===== config.mk =====
export PLATFORM = sky130hd
export DESIGN_NAME = stack_alu
export DESIGN_NICKNAME = d
export VERILOG_FILES = /design/src/rtl/stack_alu_pkg.sv /design/src/rtl/slu_guard.sv /design/src/rtl/slu_arith.sv /design/src/rtl/slu_bitop.sv /design/src/rtl/slu_cmp.sv /design/src/rtl/stack_alu.sv
export SDC_FILE = /design/constraint.sdc
export NUM_CORES = 2
export LEC_CHECK = 0
export BUFFER_PORTS_ARGS = -buffer_cell sky130_fd_sc_hd__buf_2
export CORE_MARGIN = 2
export CORE_UTILIZATION = 40
export DETAILED_ROUTE_END_ITERATION = 6
export PLACE_DENSITY_LB_ADDON = 0.1
export SYNTH_ARGS = -nofsm -noshare
export SYNTH_HDL_FRONTEND = slang
export SYNTH_SLANG_ARGS = --single-unit
export TNS_END_PERCENT = 5

===== constraint.sdc =====
create_clock -name clk -period 35.5 [get_ports clk]
set_input_delay 7.1 -clock clk [delete_from_list [all_inputs] [get_ports clk]]
set_output_delay 7.1 -clock clk [all_outputs]
set_load 0.01 [all_outputs]

===== src/rtl/stack_alu_pkg.sv =====
package stack_alu_pkg;

  typedef enum logic [4:0] {
    OP_ADD  = 5'h00,
    OP_SUB  = 5'h01,
    OP_MUL  = 5'h02,
    OP_DIV  = 5'h03,
    OP_SADD = 5'h04,
    OP_SSUB = 5'h05,
    OP_SMUL = 5'h06,
    OP_SDIV = 5'h07,
    OP_AND  = 5'h08,
    OP_OR   = 5'h09,
    OP_XOR  = 5'h0A,
    OP_NOT  = 5'h0B,
    OP_SHL  = 5'h0C,
    OP_SHR  = 5'h0D,
    OP_SSHL = 5'h0E,
    OP_SSHR = 5'h0F,
    OP_EQ   = 5'h17,
    OP_LT   = 5'h18,
    OP_GT   = 5'h19,
    OP_SLT  = 5'h1A,
    OP_SGT  = 5'h1B
  } op_e;

  localparam logic [2:0] EXC_NONE    = 3'h0;
  localparam logic [2:0] EXC_DIVZERO = 3'h1;
  localparam logic [2:0] EXC_UNDER   = 3'h3;
  localparam logic [2:0] EXC_BADOP   = 3'h7;

endpackage


===== src/rtl/slu_guard.sv =====
module slu_guard
  import stack_alu_pkg::*;
#(
  parameter int W  = 16,
  parameter int DW = 5
) (
  input  logic [4:0]    op,
  input  logic [W-1:0]  b,
  input  logic [DW-1:0] depth,
  output logic          fault,
  output logic [2:0]    code,
  output logic [1:0]    need
);
  logic legal;
  logic divides;

  assign legal   = (op <= OP_SSHR) || ((op >= OP_EQ) && (op <= OP_SGT));
  assign need    = (op == OP_NOT) ? 2'd1 : 2'd2;
  assign divides = (op == OP_DIV) || (op == OP_SDIV);

  always_comb begin
    code = EXC_NONE;
    if (!legal)                      code = EXC_BADOP;
    else if (depth < DW'(need))      code = EXC_UNDER;
    else if (divides && (b == '0))   code = EXC_DIVZERO;
    fault = (code != EXC_NONE);
  end
endmodule


===== src/rtl/slu_arith.sv =====
module slu_arith
  import stack_alu_pkg::*;
#(
  parameter int W = 16
) (
  input  logic [4:0]   op,
  input  logic [W-1:0] a,
  input  logic [W-1:0] b,
  output logic [W-1:0] res,
  output logic         ovf,
  output logic         is_arith
);
  localparam logic [W-1:0] MIN_NEG = {1'b1, {(W-1){1'b0}}};

  logic [W:0]            sum, diff;
  logic [2*W-1:0]        uprod;
  logic signed [2*W-1:0] sprod;
  logic [W:0]            shi;
  logic [W-1:0]          dsafe, uquot;
  logic signed [W-1:0]   squot;

  assign sum   = {1'b0, a} + {1'b0, b};
  assign diff  = {1'b0, a} - {1'b0, b};
  assign uprod = {{W{1'b0}}, a} * {{W{1'b0}}, b};
  assign sprod = $signed({{W{a[W-1]}}, a}) * $signed({{W{b[W-1]}}, b});
  assign shi   = sprod[2*W-1:W-1];
  assign dsafe = (b == '0) ? W'(1) : b;
  assign uquot = a / dsafe;
  assign squot = $signed(a) / $signed(dsafe);
  assign is_arith = (op <= OP_SDIV);

  always_comb begin
    res = '0;
    ovf = 1'b0;
    case (op)
      OP_ADD:  begin res = sum[W-1:0];  ovf = sum[W];  end
      OP_SUB:  begin res = diff[W-1:0]; ovf = diff[W]; end
      OP_MUL:  begin res = uprod[W-1:0]; ovf = |uprod[2*W-1:W]; end
      OP_DIV:  res = uquot;
      OP_SADD: begin
        res = sum[W-1:0];
        ovf = (a[W-1] == b[W-1]) && (sum[W-1] != a[W-1]);
      end
      OP_SSUB: begin
        res = diff[W-1:0];
        ovf = (a[W-1] != b[W-1]) && (diff[W-1] != a[W-1]);
      end
      OP_SMUL: begin
        res = sprod[W-1:0];
        ovf = !((&shi) || !(|shi));
      end
      OP_SDIV: begin
        if ((a == MIN_NEG) && (&b)) begin
          res = MIN_NEG;
          ovf = 1'b1;
        end else begin
          res = squot;
        end
      end
      default: ;
    endcase
  end
endmodule


===== src/rtl/slu_bitop.sv =====
module slu_bitop
  import stack_alu_pkg::*;
#(
  parameter int W = 16
) (
  input  logic [4:0]   op,
  input  logic [W-1:0] a,
  input  logic [W-1:0] b,
  output logic [W-1:0] res
);
  localparam int CW = $clog2(W);

  logic [CW-1:0] cnt;
  logic          fill;
  logic [W-1:0]  rs [0:CW];
  logic [W-1:0]  ls [0:CW];

  assign cnt   = a[W-1 -: CW];
  assign fill  = (op == OP_SSHR) ? b[W-1] : 1'b0;
  assign rs[0] = b;
  assign ls[0] = b;

  for (genvar s = 0; s < CW; s++) begin : g_stage
    localparam int SH = 1 << s;
    assign rs[s+1] = cnt[s] ? {{SH{fill}}, rs[s][W-1:SH]} : rs[s];
    assign ls[s+1] = cnt[s] ? {ls[s][W-1-SH:0], {SH{1'b0}}} : ls[s];
  end

  always_comb begin
    case (op)
      OP_AND:           res = a & b;
      OP_OR:            res = a | b;
      OP_XOR:           res = a ^ b;
      OP_NOT:           res = ~a;
      OP_SHL, OP_SSHL:  res = ls[CW];
      OP_SHR, OP_SSHR:  res = rs[CW];
      default:          res = '0;
    endcase
  end
endmodule


===== src/rtl/slu_cmp.sv =====
module slu_cmp
  import stack_alu_pkg::*;
#(
  parameter int W = 16
) (
  input  logic [4:0]   op,
  input  logic [W-1:0] a,
  input  logic [W-1:0] b,
  output logic [W-1:0] res,
  output logic         is_cmp
);
  logic bit_r;

  assign is_cmp = (op >= OP_EQ) && (op <= OP_SGT);

  always_comb begin
    case (op)
      OP_EQ:   bit_r = (a == b);
      OP_LT:   bit_r = (b < a);
      OP_GT:   bit_r = (b > a);
      OP_SLT:  bit_r = ($signed(b) < $signed(a));
      OP_SGT:  bit_r = ($signed(b) > $signed(a));
      default: bit_r = 1'b0;
    endcase
  end

  assign res = {{(W-1){1'b0}}, bit_r};
endmodule


===== src/rtl/stack_alu.sv =====
module stack_alu
  import stack_alu_pkg::*;
#(
  parameter int W  = 16,
  parameter int DW = 5
) (
  input  logic          clk,
  input  logic          rst_n,
  input  logic          in_valid,
  output logic          in_ready,
  input  logic [4:0]    in_op,
  input  logic [W-1:0]  in_a,
  input  logic [W-1:0]  in_b,
  input  logic [DW-1:0] in_depth,
  output logic          out_valid,
  input  logic          out_ready,
  output logic [W-1:0]  out_data,
  output logic          out_fault,
  output logic [2:0]    out_code,
  output logic [1:0]    out_pops,
  output logic          ovf_flag
);
  logic         accept;
  logic         g_fault;
  logic [2:0]   g_code;
  logic [1:0]   g_need;
  logic [W-1:0] ar_res, bit_res, cmp_res, sel;
  logic         ar_ovf, is_arith, is_cmp;

  slu_guard #(.W(W), .DW(DW)) u_guard (
    .op(in_op), .b(in_b), .depth(in_depth),
    .fault(g_fault), .code(g_code), .need(g_need)
  );

  slu_arith #(.W(W)) u_arith (
    .op(in_op), .a(in_a), .b(in_b),
    .res(ar_res), .ovf(ar_ovf), .is_arith(is_arith)
  );

  slu_bitop #(.W(W)) u_bitop (
    .op(in_op), .a(in_a), .b(in_b), .res(bit_res)
  );

  slu_cmp #(.W(W)) u_cmp (
    .op(in_op), .a(in_a), .b(in_b), .res(cmp_res), .is_cmp(is_cmp)
  );

  assign in_ready = !out_valid || out_ready;
  assign accept   = in_valid && in_ready;

  always_comb begin
    if (is_arith)    sel = ar_res;
    else if (is_cmp) sel = cmp_res;
    else             sel = bit_res;
  end

  always_ff @(posedge clk) begin
    if (!rst_n) begin
      out_valid <= 1'b0;
      out_data  <= '0;
      out_fault <= 1'b0;
      out_code  <= EXC_NONE;
      out_pops  <= 2'd0;
      ovf_flag  <= 1'b0;
    end else if (accept) begin
      out_valid <= 1'b1;
      out_fault <= g_fault;
      out_code  <= g_code;
      out_data  <= g_fault ? '0 : sel;
      out_pops  <= g_fault ? 2'd0 : g_need;
      if (!g_fault && is_arith) ovf_flag <= ar_ovf;
    end else if (out_ready) begin
      out_valid <= 1'b0;
    end
  end

  // Response held while the consumer stalls
  p_stall_hold_r10: assert property (@(posedge clk) disable iff (!rst_n)
    out_valid && !out_ready |=> out_valid && $stable(out_data) && $stable(out_fault)
                              && $stable(out_code) && $stable(out_pops));

  // Two-operand add with a short stack must trap as underflow
  p_short_add_r3: assert property (@(posedge clk) disable iff (!rst_n)
    accept && (in_op == OP_ADD) && (in_depth < DW'(2))
      |=> out_valid && out_fault && (out_code == EXC_UNDER));

  // Unsigned compares produce a 0/1 word
  p_cmp_bool_r5: assert property (@(posedge clk) disable iff (!rst_n)
    accept && ((in_op == OP_EQ) || (in_op == OP_LT) || (in_op == OP_GT)) && (in_depth >= DW'(2))
      |=> (out_data[W-1:1] == '0) && !out_fault);

  // Overflow moves only on an accepted arithmetic request
  p_ovf_hold_r9: assert property (@(posedge clk) disable iff (!rst_n)
    !(accept && (in_op <= OP_SDIV)) |=> $stable(ovf_flag));

  // An exception carries no result and consumes nothing
  p_fault_empty_r11: assert property (@(posedge clk) disable iff (!rst_n)
    out_valid && out_fault |-> (out_pops == 2'd0) && (out_data == '0) && (out_code != EXC_NONE));

  // Top opcode value is unassigned
  p_badop_r12: assert property (@(posedge clk) disable iff (!rst_n)
    accept && (in_op == 5'h1F) |=> out_fault && (out_code == EXC_BADOP));
endmodule


==> impl_metrics.prom <==
# TYPE chip_impl_metric gauge
chip_impl_info{name="run_status",value="finished clean"} 1
chip_impl_info{name="cp-start-kind",value="input pin"} 1
chip_impl_info{name="clock-root-buffer",value="clkbuf_16"} 1
chip_impl_info{name="category_of_the_critical_setup_timing_path",value="input pin to flip-flop"} 1
chip_impl_metric{name="setup_viol",unit=""} 0
chip_impl_metric{name="min_period",unit="ns"} 34.44
chip_impl_metric{name="hold_path_depth",unit=""} 2
chip_impl_metric{name="num_vias",unit=""} 35500
chip_impl_metric{name="yosysSeqAreaShare",unit=""} 0.01400
chip_impl_metric{name="syn-cell-area",unit="um^2"} 34310
chip_impl_info{name="whs_endpoint",value="out_code[2]$_SDFFE_PN0P_"} 1
chip_impl_metric{name="power_per_standard_cell_area",unit="nW/um^2"} 97.36
chip_impl_metric{name="p_sw",unit="mW"} 2.364
chip_impl_info{name="synth_top_family_by_area",value="adder cells"} 1
chip_impl_metric{name="timing.reg2reg.setup_slack",unit="ns"} 32.31
chip_impl_metric{name="cp_slowest_stage_delay",unit="ns"} 1.02
chip_impl_metric{name="synth_compound_area_frac",unit=""} 0.2284
chip_impl_metric{name="cts.reportedPaths.clkPinSlew",unit="ns"} 0.11
chip_impl_metric{name="placement_rows",unit=""} 107
chip_impl_metric{name="syn_inst",unit=""} 4505
chip_impl_metric{name="htreeDepth",unit=""} 1
chip_impl_metric{name="cts-root-to-sink-buffers",unit=""} 2
chip_impl_info{name="crit_top_cell",value="o21a_1"} 1
chip_impl_metric{name="final-seq-area",unit="um^2"} 480.5
chip_impl_metric{name="worstMarginPinSlew",unit="ns"} 1.224
chip_impl_metric{name="fin_util",unit=""} 0.4845
chip_impl_metric{name="synth.avg_cell_area",unit="um^2"} 7.616
chip_impl_metric{name="routed_wire_length_per_instance",unit="um"} 24.09
chip_impl_metric{name="post_dp_cell_area",unit="um^2"} 39990
chip_impl_metric{name="worstPathArrival",unit="ns"} 34.67
chip_impl_metric{name="synth-adder-area-share",unit=""} 0.3945
chip_impl_metric{name="vias_per_cell",unit=""} 5.794
chip_impl_metric{name="multiInputGateArea",unit="um^2"} 32190
chip_impl_metric{name="timing.max_slew.rel_slack",unit=""} 0.1782
chip_impl_metric{name="report.final.hold_viol_count",unit=""} 0
chip_impl_metric{name="whs",unit="ns"} 0.4869
chip_impl_info{name="crit_slowest_cell",value="nor4_1"} 1
chip_impl_info{name="tritoncts",value="yes"} 1
chip_impl_metric{name="synth_enable_flop_cells",unit=""} 0
chip_impl_metric{name="postRouteAntennaNets",unit=""} 0
chip_impl_metric{name="timing.fmax",unit="MHz"} 29.04
chip_impl_info{name="timing.hold.worst.class",value="flip-flop to flip-flop"} 1
chip_impl_metric{name="chipHeight",unit="um"} 296.9
chip_impl_metric{name="drive_above_1_share",unit=""} 0.2038
chip_impl_metric{name="buffer_ports.inserted",unit=""} 70
chip_impl_metric{name="die_area",unit="um^2"} 88130
chip_impl_metric{name="power_switching_share",unit=""} 0.5885
chip_impl_metric{name="vias_in_the_first_global_route",unit=""} 35220
chip_impl_metric{name="ioPinCount",unit=""} 71
chip_impl_metric{name="floorplan.initialDensity",unit=""} 0.4029
chip_impl_metric{name="p_int",unit="mW"} 1.653
chip_impl_metric{name="drt_pass1_iterations",unit=""} 6
chip_impl_metric{name="timing.reg2reg.worst_path_depth",unit=""} 9
chip_impl_info{name="synth-main-ff-cell",value="dfxtp_1"} 1
chip_impl_metric{name="floorplan.core_area",unit="um^2"} 85150
chip_impl_metric{name="drc",unit=""} 0
chip_impl_metric{name="hpwl",unit="um"} 120800
chip_impl_metric{name="tritoncts.num_buffers",unit=""} 3
chip_impl_metric{name="syn2layout_area_growth",unit="%"} 20.25
chip_impl_metric{name="post_synth_xor_area_fraction",unit=""} 0.05157
chip_impl_metric{name="synth.ff_latch_count",unit=""} 24
chip_impl_metric{name="setup_slack",unit="ns"} 1.060
chip_impl_metric{name="filler_cell_count",unit=""} 8711
chip_impl_metric{name="yosysWarnings",unit=""} 0
chip_impl_info{name="critical_path.reg2reg.startpoint",value="out_valid$_SDFFE_PN0P_"} 1
chip_impl_metric{name="fin_crit_sh",unit=""} 0.9702
chip_impl_metric{name="synth_mux_area_frac",unit=""} 0.03319
chip_impl_metric{name="die_w",unit="um"} 296.9
chip_impl_metric{name="share_clk_of_total_power",unit=""} 0.010
chip_impl_metric{name="power.ir.vdd_worst",unit="V"} 0.0002839
chip_impl_metric{name="fin_skew",unit="ns"} 0.006687
chip_impl_metric{name="global_route_wire_length_before_repair",unit="um"} 222100
chip_impl_metric{name="synthSimpleGateAreaFrac",unit=""} 0.1930
chip_impl_metric{name="power_leakage",unit="nW"} 19.65
chip_impl_metric{name="sequentialPowerShare",unit=""} 0.007
chip_impl_metric{name="grt_overflow",unit=""} 0
chip_impl_metric{name="grt_start_max_net_pins",unit=""} 56
chip_impl_info{name="reg2reg_to",value="out_data[0]$_SDFFE_PN0P_"} 1
chip_impl_metric{name="share_comb_of_total_power",unit=""} 0.982
chip_impl_metric{name="synth.distinct_cells",unit=""} 103
chip_impl_metric{name="worstPathRequired",unit="ns"} 35.73
chip_impl_metric{name="global_route_usage_over_all_layers",unit=""} 0.3281
chip_impl_metric{name="globalplace.congestion",unit=""} 1.041
chip_impl_info{name="worstHoldStart",value="out_code[2]$_SDFFE_PN0P_"} 1
chip_impl_metric{name="post-place-ws",unit="ns"} -0.3371
chip_impl_metric{name="cts_hold_repair.buffers",unit=""} 0
chip_impl_metric{name="detail_route.iter0.violations",unit=""} 3250
chip_impl_metric{name="cp_max_fo",unit=""} 8
chip_impl_metric{name="drv_slew",unit=""} 0
chip_impl_info{name="worst_setup_path_end_kind",value="flip-flop"} 1
chip_impl_metric{name="design_area",unit="um^2"} 41260
chip_impl_metric{name="synth.net_count",unit=""} 5412
chip_impl_metric{name="antenna_found_initial",unit=""} 9
chip_impl_metric{name="cts_num_sinks",unit=""} 24
chip_impl_metric{name="route.final.wire_length",unit="um"} 147600
chip_impl_metric{name="drv_cap",unit=""} 0
chip_impl_metric{name="num-nets-final",unit=""} 5888
chip_impl_metric{name="worstSkewPairLatency",unit="ns"} 0.30
chip_impl_metric{name="asyncSetResetFlopFracSynth",unit=""} 0
## kinds of logic (layout without fill, tap and decap cells)
group | Yosys count | after routing
simple gates | 1402 | 1402
compound gates | 1150 | 1150
fa+ha+maj | 861 | 861
buf+inv | 765 | 1240
xor+xnor | 202 | 202
mux | 101 | 101
flops | 24 | 24
other cells | 0 | 4
## layer usage
metal / share of wire / track usage
met5: 0.00018 / 0
met4: 0.045 / 0.1182
met3: 0.072 / 0.05003
met2: 0.44 / 0.5196
met1: 0.44 / 0.4520
## power groups by stage
stage	clock network, mW	logic (mW)	registers, mW
after floorplan	0	2.65	0.0299
after global placement	0	3.85	0.0305
after detailed placement	0	3.85	0.0304
after CTS	0.0409	3.88	0.0298
after global routing	0.0413	4.39	0.0299
final	0.0414	3.95	0.0299
## worst max-delay path, delay by kind of cell
kind | cells | cell delay (ns)
compound gates | 62 | 11.63
mux | 5 | 1.39
buf+inv | 14 | 2.17
fa+ha+maj | 17 | 4.72
simple gates | 36 | 7.63
## cells in the final DEF, fill, tap and decap left out, drive strengths merged, types with 59 or more instances in the layout
cell	count
inv	563
xnor2	143
mux2	59
nor3	124
a21oi	247
buf	665
a21o	86
nor2	487
fa	368
nand2	354
nand3	70
o21ai	217
o21a	97
ha	493
xor2	59
## sequential cells by signal, summed over array words and instances, names as in the netlist
register   count
out_code       3
out_data      16
out_fault      1
out_pops       2
out_valid      1
ovf_flag       1
## per-stage QoR
stage               setup TNS [ns]  instances  power, mW
CTS                              0       6079      3.949
global placement                 0       6075      3.885
finish                           0       6128      4.017
global route               -0.7662       6124      4.456
detailed placement          -3.543       6075      3.879
floorplan                        0       4505      2.679
## final cells by class
type,count,area share
multi-input cells,3716,0.7803
repair buffers,666,0.1186
inverters,570,0.05195
well taps,1144,0.03470
flip-flops and latches,24,0.01165
clock buffers,3,0.001820
clock inverters,1,0.0007279
diodes,4,0.0002426
## cell usage after synthesis, drive strengths merged (39+ instances only)
master	instances	area share
nand3	70	0.010
a21o	86	0.019
buf	49	0.0070
nor2b	42	0.0077
nand2	354	0.039
o21ai	217	0.032
xor2	59	0.015
o211ai	49	0.011
mux2	59	0.019
inv	564	0.062
o31ai	39	0.0091
or3	40	0.0073
o21a	97	0.021
fa	368	0.21
and2	43	0.0078
nor2	487	0.053
a21oi	247	0.036
ha	493	0.18
nor3	124	0.018
clkbuf	146	0.016
a31oi	58	0.011
xnor2	143	0.037
## worst max-delay path by stage
stage / from / to / slack [ns] / cells after the start
2_1_floorplan: in_b[12] / out_data[12]$_SDFFE_PN0P_ / 0.01 / 150
3_3_place_gp: in_b[15] / out_data[10]$_SDFFE_PN0P_ / 0.01 / 144
3_5_place_dp: in_b[15] / out_data[10]$_SDFFE_PN0P_ / -0.34 / 144
4_1_cts: in_b[15] / out_data[10]$_SDFFE_PN0P_ / 0.01 / 142
5_1_grt: in_b[12] / out_data[13]$_SDFFE_PN0P_ / -0.13 / 140
6_report: in_a[1] / out_data[10]$_SDFFE_PN0P_ / 1.06 / 134
## what timing repair did
action                     4_1_cts  5_1_grt
resized for setup                2      181
pin swaps                        0      105
setup endpoints to repair       11       16
buffers inserted                 0       45
(Power assumes the default switching activity.)
